### config.mk
export PLATFORM = sky130hd
export DESIGN_NAME = bnpc_unit
export DESIGN_NICKNAME = d
export VERILOG_FILES = /design/src/rtl/bnpc_pkg.sv /design/src/rtl/bnpc_decode.sv /design/src/rtl/bnpc_target.sv /design/src/rtl/bnpc_defer.sv /design/src/rtl/bnpc_unit.sv
export SDC_FILE = /design/constraint.sdc
export NUM_CORES = 1
export LEC_CHECK = 0
export ABC_CLOCK_PERIOD_IN_PS = 7270
export BUFFER_PORTS_ARGS = -buffer_cell sky130_fd_sc_hd__buf_2
export CORE_AREA = 2 2 105 107
export DETAILED_ROUTE_END_ITERATION = 12
export DIE_AREA = 0 0 107 109
export PLACE_DENSITY_LB_ADDON = 0.1
export SYNTH_ARGS = -nofsm -noshare
export SYNTH_HDL_FRONTEND = slang
export SYNTH_HIERARCHICAL = 1
export SYNTH_SLANG_ARGS = --single-unit
export TNS_END_PERCENT = 1
### constraint.sdc
create_clock -name clk -period 7.27 [get_ports clk]
set_input_delay 0.3635 -clock clk [delete_from_list [all_inputs] [get_ports clk]]
set_output_delay 0.3635 -clock clk [all_outputs]
set_load 0.05 [all_outputs]
### src/rtl/bnpc_pkg.sv
package bnpc_pkg;

    localparam logic [5:0] OP_BCOND  = 6'b101111;
    localparam logic [5:0] OP_PREFIX = 6'b101100;
    localparam logic [5:0] OP_BRREG  = 6'b100110;
    localparam logic [5:0] OP_BRIMM  = 6'b101110;
    localparam logic [3:0] COND_LTZ  = 4'b0010;

    typedef enum logic [1:0] {
        K_OTHER  = 2'd0,
        K_PREFIX = 2'd1,
        K_BCOND  = 2'd2,
        K_FLOW   = 2'd3
    } kind_e;

    typedef struct packed {
        kind_e       kind;
        logic        dly;
        logic [15:0] imm;
    } dec_t;

    function automatic logic [1:0] branch_cost(input logic valid, input logic tk, input logic d);
        if (!valid)  return 2'd0;
        else if (!tk) return 2'd1;
        else if (d)  return 2'd2;
        else         return 2'd3;
    endfunction

endpackage

### src/rtl/bnpc_decode.sv
module bnpc_decode
    import bnpc_pkg::*;
(
    input  logic [31:0] instr,
    output dec_t        dec
);
    logic [5:0] op;
    logic [3:0] cond;
    logic       unused_reg_field;

    assign op   = instr[31:26];
    assign cond = instr[24:21];
    assign unused_reg_field = ^instr[20:16];

    always_comb begin
        dec.dly = instr[25];
        dec.imm = instr[15:0];
        if (op == OP_PREFIX)
            dec.kind = K_PREFIX;
        else if (op == OP_BCOND && cond == COND_LTZ)
            dec.kind = K_BCOND;
        else if (op == OP_BCOND || op == OP_BRREG || op == OP_BRIMM)
            dec.kind = K_FLOW;
        else
            dec.kind = K_OTHER;
    end
endmodule

### src/rtl/bnpc_target.sv
module bnpc_target #(
    parameter int XLEN = 32,
    parameter int IMMW = 16
) (
    input  logic            clk,
    input  logic            rst,
    input  logic            advance,
    input  logic            arm,
    input  logic            br_go,
    input  logic            ra_neg,
    input  logic [IMMW-1:0] imm,
    input  logic [XLEN-1:0] pc,
    output logic [XLEN-1:0] next_pc,
    output logic            taken
);
    localparam int HIW = XLEN - IMMW;

    logic            pfx_q;
    logic [HIW-1:0]  hi_q;
    logic [XLEN-1:0] offset;

    always_ff @(posedge clk) begin
        if (rst) begin
            pfx_q <= 1'b0;
            hi_q  <= '0;
        end else if (advance) begin
            pfx_q <= arm;
            if (arm)
                hi_q <= imm[HIW-1:0];
        end
    end

    always_comb begin
        if (pfx_q)
            offset = {hi_q, imm};
        else
            offset = {{HIW{imm[IMMW-1]}}, imm};
        taken   = br_go & ra_neg;
        next_pc = taken ? (pc + offset) : (pc + XLEN'(4));
    end


    prefix_oneshot_chk: assert property (@(posedge clk) disable iff (rst)
        (advance && !arm) |=> !pfx_q);


    prefix_idle_keep_chk: assert property (@(posedge clk) disable iff (rst)
        (!advance && !$past(rst)) |=> $stable(pfx_q));
endmodule

### src/rtl/bnpc_defer.sv
module bnpc_defer #(
    parameter int NEVT = 2
) (
    input  logic            clk,
    input  logic            rst,
    input  logic            hold,
    input  logic [NEVT-1:0] req,
    output logic [NEVT-1:0] grant
);
    logic [NEVT-1:0] pend_q;

    for (genvar g = 0; g < NEVT; g++) begin : g_chan
        logic want;
        assign want     = req[g] | pend_q[g];
        assign grant[g] = want & ~hold;

        always_ff @(posedge clk) begin
            if (rst) pend_q[g] <= 1'b0;
            else     pend_q[g] <= want & hold;
        end


        grant_not_held_chk: assert property (@(posedge clk) disable iff (rst)
            hold |-> !grant[g]);


        pend_released_chk: assert property (@(posedge clk) disable iff (rst)
            (req[g] && hold) |=> (grant[g] || hold));
    end
endmodule

### src/rtl/bnpc_unit.sv
module bnpc_unit
    import bnpc_pkg::*;
#(
    parameter int XLEN = 32,
    parameter int IMMW = 16
) (
    input  logic            clk,
    input  logic            rst,
    input  logic            instr_valid,
    input  logic [31:0]     instr,
    input  logic [XLEN-1:0] cur_pc,
    input  logic [XLEN-1:0] ra_value,
    input  logic            fault_hint,
    input  logic            irq_req,
    input  logic            brk_req,
    output logic [XLEN-1:0] next_pc,
    output logic            br_taken,
    output logic            in_slot,
    output logic [1:0]      stall_cycles,
    output logic            slot_err,
    output logic            irq_grant,
    output logic            brk_grant
);
    dec_t       dec;
    logic       slot_q;
    logic       br_go;
    logic       arm;
    logic       hold;
    logic [1:0] grants;
    logic       unused_ra_low;

    assign unused_ra_low = ^ra_value[XLEN-2:0];

    bnpc_decode u_dec (
        .instr (instr),
        .dec   (dec)
    );

    always_comb begin
        slot_err = instr_valid & slot_q & ((dec.kind != K_OTHER) | fault_hint);
        br_go    = instr_valid & (dec.kind == K_BCOND) & ~slot_err;
        arm      = instr_valid & (dec.kind == K_PREFIX) & ~slot_err;
        hold     = slot_q | (br_go & dec.dly);
    end

    bnpc_target #(.XLEN(XLEN), .IMMW(IMMW)) u_tgt (
        .clk     (clk),
        .rst     (rst),
        .advance (instr_valid),
        .arm     (arm),
        .br_go   (br_go),
        .ra_neg  (ra_value[XLEN-1]),
        .imm     (dec.imm[IMMW-1:0]),
        .pc      (cur_pc),
        .next_pc (next_pc),
        .taken   (br_taken)
    );

    always_ff @(posedge clk) begin
        if (rst)              slot_q <= 1'b0;
        else if (instr_valid) slot_q <= br_go & dec.dly;
    end

    assign in_slot      = slot_q;
    assign stall_cycles = branch_cost(instr_valid, br_taken, dec.dly);

    bnpc_defer #(.NEVT(2)) u_defer (
        .clk   (clk),
        .rst   (rst),
        .hold  (hold),
        .req   ({brk_req, irq_req}),
        .grant (grants)
    );
    assign irq_grant = grants[0];
    assign brk_grant = grants[1];


    pc_align_chk: assert property (@(posedge clk) disable iff (rst)
        instr_valid |-> (cur_pc[1:0] == 2'b00));


    no_slot_redirect_chk: assert property (@(posedge clk) disable iff (rst)
        slot_err |-> (!br_taken && stall_cycles == 2'd1 && in_slot));


    taken_cost_chk: assert property (@(posedge clk) disable iff (rst)
        br_taken |-> (stall_cycles == 2'd2 || stall_cycles == 2'd3));


    slot_follow_chk: assert property (@(posedge clk) disable iff (rst)
        (br_go && dec.dly) |=> in_slot);


    slot_irq_hold_chk: assert property (@(posedge clk) disable iff (rst)
        in_slot |-> (!irq_grant && !brk_grant));


    err_clears_slot_chk: assert property (@(posedge clk) disable iff (rst)
        slot_err |=> !in_slot);
endmodule

# Word level (Yosys, flattened, before mapping)
# Cells that the tools add are included.
word_totals:
  elab_cells: 45
  regBits: 20
  out_inout_bits: 39
  in_bits: 102
op_classes:
  mux: 8
  n_eq_ne: 7
  bitwise_logic: 18
  reduce_logical: 5
  addsub: 2
ops:
  columns: ["op", "count"]
  rows:
  - ["$mux 32", 2]
  - ["$add 32x3->32 const B", 1]
  - ["$add 32x32->32", 1]
  - ["$eq 6x6->1 const B", 4]
  - ["$and 1x1->1", 12]
  - ["$mux 2", 5]
  - ["$eq 4x2->1 const B", 1]
  - ["$or 1x1->1", 4]
  - ["$eq 2x1->1 const B", 1]
  - ["$eq 2x2->1 const B", 1]
  - ["$logic_or 1x1->1", 2]
  - ["$not 1->1", 2]
  - ["$reduce_and 2->1", 1]
  - ["$reduce_bool 2->1", 1]
  - ["$logic_and 1x1->1", 1]
  - ["$mux 1", 1]

# Longest topological paths before layout
logic_depth:
  word_depth: 15
  ltp_mapped: 15
  ltp_nobuf: 11

# Cells and area by module
# Netlist, hierarchy kept.
modules_own_cells:
  columns: ["module", "seq_area_each_um2", "cells_per_inst", "n_inst", "area_each_um2"]
  rows:
  - ["bnpc_target", 340.3, 489, 1, 3353.2]
  - ["bnpc_decode", 0.0, 25, 1, 172.7]
  - ["bnpc_unit", 20.0, 11, 1, 97.6]
  - ["bnpc_defer", 40.0, 9, 1, 68.8]

# Worst setup path after synthesis
# Ideal clock, no wire load.
synth_path:
  kind: "in2out"
  from: "input instr[15]"
  to: "output next_pc[29]"
  path_slack_ns: 3.409
  arrival_time_ns: 3.498
  n_path_buf: 4
  cell_stages: 15
  t_required_ns: 6.906
  path_cell_list: "buf_4 -> nand2b_1 -> clkbuf_1 -> clkbuf_1 -> nand2_1 -> ha_1 -> buf_2 -> a21o_1 -> a21o_1 -> a221o_1 -> nand3_1 -> a31oi_1 -> a211o_1 -> xnor2_1 -> mux2i_1"
synth_between:
  elab_chain_cells: 3
synth_rtl:
  columns: ["item", "line", "rtl"]
  rows:
  - ["from (decl)", "bnpc_unit.sv:10", "input logic [31:0] instr,"]
  - ["$mux 32", "bnpc_target.sv:34", "if (pfx_q)"]
  - ["$add 32x32->32", "bnpc_target.sv:39", "next_pc = taken ? (pc + offset) : (pc + XLEN'(4));"]
  - ["$mux 32", "bnpc_target.sv:39", null]
  - ["to (decl)", "bnpc_unit.sv:16", "output logic [XLEN-1:0] next_pc,"]
# Every way passes these cells.

# Final worst setup path
layout_path:
  from: "register u_tgt.pfx_q"
  to: "output next_pc[31]"
layout_between:
  elab_chain_cells: 3
layout_rtl:
  columns: ["item", "line", "rtl"]
  rows:
  - ["from (decl)", "bnpc_target.sv:18", "logic pfx_q;"]
  - ["from (signal assigned)", "bnpc_target.sv:27", "pfx_q <= arm;"]
  - ["$mux 32", "bnpc_target.sv:34", null]
  - ["$add 32x32->32", "bnpc_target.sv:39", null]
  - ["$mux 32", "bnpc_target.sv:39", null]
# Every way passes these cells.

==> key figures <==
Outcome
  • Status: complete, no violations

Clocking
  • CTS Hold Buffers Added: 0
  • Worst-path clk slew: 0.07 ns
  • Clock sinks: 20
  • CTS tree: built
  • Worst-Skew Late Latency: 0.25 ns
  • Setup bufs post-CTS: 0
  • Inserted Clock Buffers: 3
  • Clock tree root driver cell: clkbuf_8
  • Max clock buf depth: 2
  • Cts repair resizes: 0
  • Htree depth: 1

Place
  • Gpl congestion: 0.828
  • Dpl ws: 3.26 ns
  • Port bufs: 104
  • Post-DP HPWL: 8590 um
  • Post-place instance area: 0.00414 mm2

Logic synthesis
  • Sequential share of the synthesized area: 10.8%
  • Area contributors post-synth: nand2_1, dfxtp_1, ha_1
  • Async SR Flop Fraction: 0%
  • Yosys top cell area share: 12.6%
  • Syn Nets: 669
  • Yosys top cell by area: nand2_1
  • Synth Cell Area: 0.00369 mm2
  • Count of state elements after synthesis: 20
  • Netlist cell types: 66
  • Avg Synthesized Cell Area: 6.91 um2
  • Post-synth EDFFs: 0
  • Mapped Cells: 534
  • Main synth FF type: dfxtp_1
  • Yosys warns: 6

Timing
  • Final setup fails: 0
  • Slew Limit Fails: 0
  • Rel. slew slack: 33.7%
  • Slew at the pin closest to its max-slew limit: 0.991 ns
  • Worst setup margin: 3.03 ns
  • Skew final: 0.00304 ns
  • RSZ-0062 raised after global routing: false
  • Min cycle time layout: 4.24 ns
  • Setup TNS: 0 ns
  • Final period util: 58.4%
  • Hold Vio Cnt, Final: 0
  • Fmax achieved: 0.236 GHz

Global route
  • M1 GR Usage: 25.0%
  • Met2 Use GR: 30.3%
  • Grt ovf: 0
  • Met3 usage: 0.538%
  • Largest net degree at the start of global routing: 57
  • First-pass GRT wire length: 16,900 um
  • Global routing's busiest layer: met2
  • Initial antenna violation count: 0
  • GR Util All Layers: 17.5%
  • Vias in the first global route: 3,525

Power
  • P per Cell Area: 114 mW/mm2
  • Lkg Pwr: 1.95 nW
  • Net Sw Power: 0.000215 W
  • Gate power share: 59.7%
  • Switch share: 45.1%
  • Internal power: 0.000262 W
  • Power share of the sequential group: 23.2%
  • Power share of the clock group: 17.0%
  • Max IR drop VDD: 0.0626 mV

Drt
  • Post-route ant nets: 0
  • DRC violations left: 0
  • Vias per cell: 5.17
  • Initial DRT Pass Iterations: 4
  • DR WL/cell: 14.2 um
  • Starting DRT DRC Count: 168
  • Final WL: 10,500 um
  • Vias after detailed routing: 3,822

Layout
  • P&R area growth vs syn: 13.7%
  • Final core occ: 39.6%
  • Share of layout cells above drive strength 1: 21.9%
  • Final Net Count: 735
  • Ant. Diodes: 0
  • FILL cells: 1,195
  • Design area: 0.00420 mm2

Setup path
  • Element type at the critical path start: flop
  • CP max FO: 18
  • Worst path arrival time: 3.88 ns
  • Crit end category: output port
  • WP data required: 6.91 ns
  • Worst setup path class: flop to output port

Floorplanning
  • Die Width: 107 um
  • Core area: 0.0106 mm2
  • Core Rows: 38
  • Die area: 0.0117 mm2
  • Initial core utilization: 34.8%
  • Chip height: 109 um
  • I/O pin count: 141

Worst hold path
  • Hold Path Class: input port to flop

Flow run
  • Max-cap viol count: 0
==> placed cells by master, fill, tap and decap left out, types with 10 or more instances in the layout <==
| cell type | count |
|---|---|
| and3_1 | 11 |
| buf_2 | 104 |
| nand4_1 | 13 |
| a21oi_1 | 44 |
| o21ai_0 | 22 |
| dfxtp_1 | 20 |
| xnor2_1 | 29 |
| o21ai_1 | 10 |
| nor2_1 | 30 |
| nand2_1 | 123 |
| a21o_1 | 20 |
| xor2_1 | 25 |
| ha_1 | 32 |
| nand3_1 | 14 |
==> power by group through the flow <==
stage	combinational [W]	sequential, W	clock (W)
2_1_floorplan	0.000219	0.000113	0
3_3_place_gp	0.000282	0.000114	0
3_5_place_dp	0.000283	0.000114	0
4_1_cts	0.000285	0.000111	0.0000845
5_1_grt	0.000312	0.000111	0.0000901
6_report	0.000285	0.000111	0.0000813
==> Yosys cell counts, types with 11 or more instances <==
cell and n:
nand2_1 124, a21oi_1 44, ha_1 32, nor2_1 30, xnor2_1 29, xor2_1 25
o21ai_0 22, a21o_1 20, buf_4 20, dfxtp_1 20, clkbuf_1 17, nand3_1 14
nand4_1 13, and3_1 11
==> path summary, 6_finish.rpt <==
| check | to | slack (ns) | depth (start not counted) | startpoint |
|---|---|---|---|---|
| worst max-delay path | next_pc[31] | 3.03 | 10 | u_tgt/pfx_q |
| worst min-delay path | u_defer/pend_q[0] | 0.34 | 3 | irq_req |
| worst max register to register | u_tgt/hi_q[9] | 5.79 | 4 | in_slot |
| worst min register to register | u_tgt/hi_q[15] | 0.46 | 2 | u_tgt/hi_q[15] |
==> area by class of cell <==
class | instances | area (um2) | share of cell area, %
Multi-Input combinational cell | 462 | 3010 | 71.8
Timing Repair Buffer | 104 | 520 | 12.4
Sequential cell | 20 | 400 | 9.54
Tap cell | 140 | 175 | 4.17
Clock buffer | 4 | 55.1 | 1.31
Inverter | 9 | 33.8 | 0.805
==> sequential cells by signal (all words and copies together), names as in the netlist <==
| name | flops |
|---|---|
| u_tgt/hi_q | 16 |
| in_slot | 1 |
| u_defer/pend_q | 2 |
| u_tgt/pfx_q | 1 |
==> layer usage <==
layer / vias up / part of all wire (%) / routed length [um]
li1: 2016 / - / -
met1: 1730 / 49 / 5190
met2: 74 / 47 / 4900
met3: 2 / 3.5 / 367
met4: 0 / 0.31 / 32
met5: - / 0 / 0
==> per-stage QoR <==
step                      hold WS, ns  total power (W)  std cells
final                           0.342         0.000478        739
after floorplan                 0.434         0.000332        534
after detailed placement        0.446         0.000397        735
after CTS                       0.337         0.000481        739
after global routing            0.341         0.000514        739
after global placement          0.445         0.000396        735
==> worst max-delay path: stages (launching register included) <==
cell and delay [ns]:
dfxtp_1 0.65, nand2b_1 0.48, nand2_1 0.14, ha_1 0.52
and3_1 0.34, nand4_1 0.20, o31ai_4 0.45, a221oi_4 0.13
or3_1 0.36, nand4_1 0.09, buf_2 0.26
==> logic make-up after synthesis <==
kind of cell | after synthesis | share of synthesized area, %
compound gates | 146 | 27.5
xor+xnor | 54 | 12.8
fa+ha+maj | 33 | 11.4
buf+inv | 52 | 7.62
flops | 20 | 10.8
mux | 2 | 0.542
simple gates | 227 | 29.3
No activity file was read; power rests on OpenSTA's default activity.
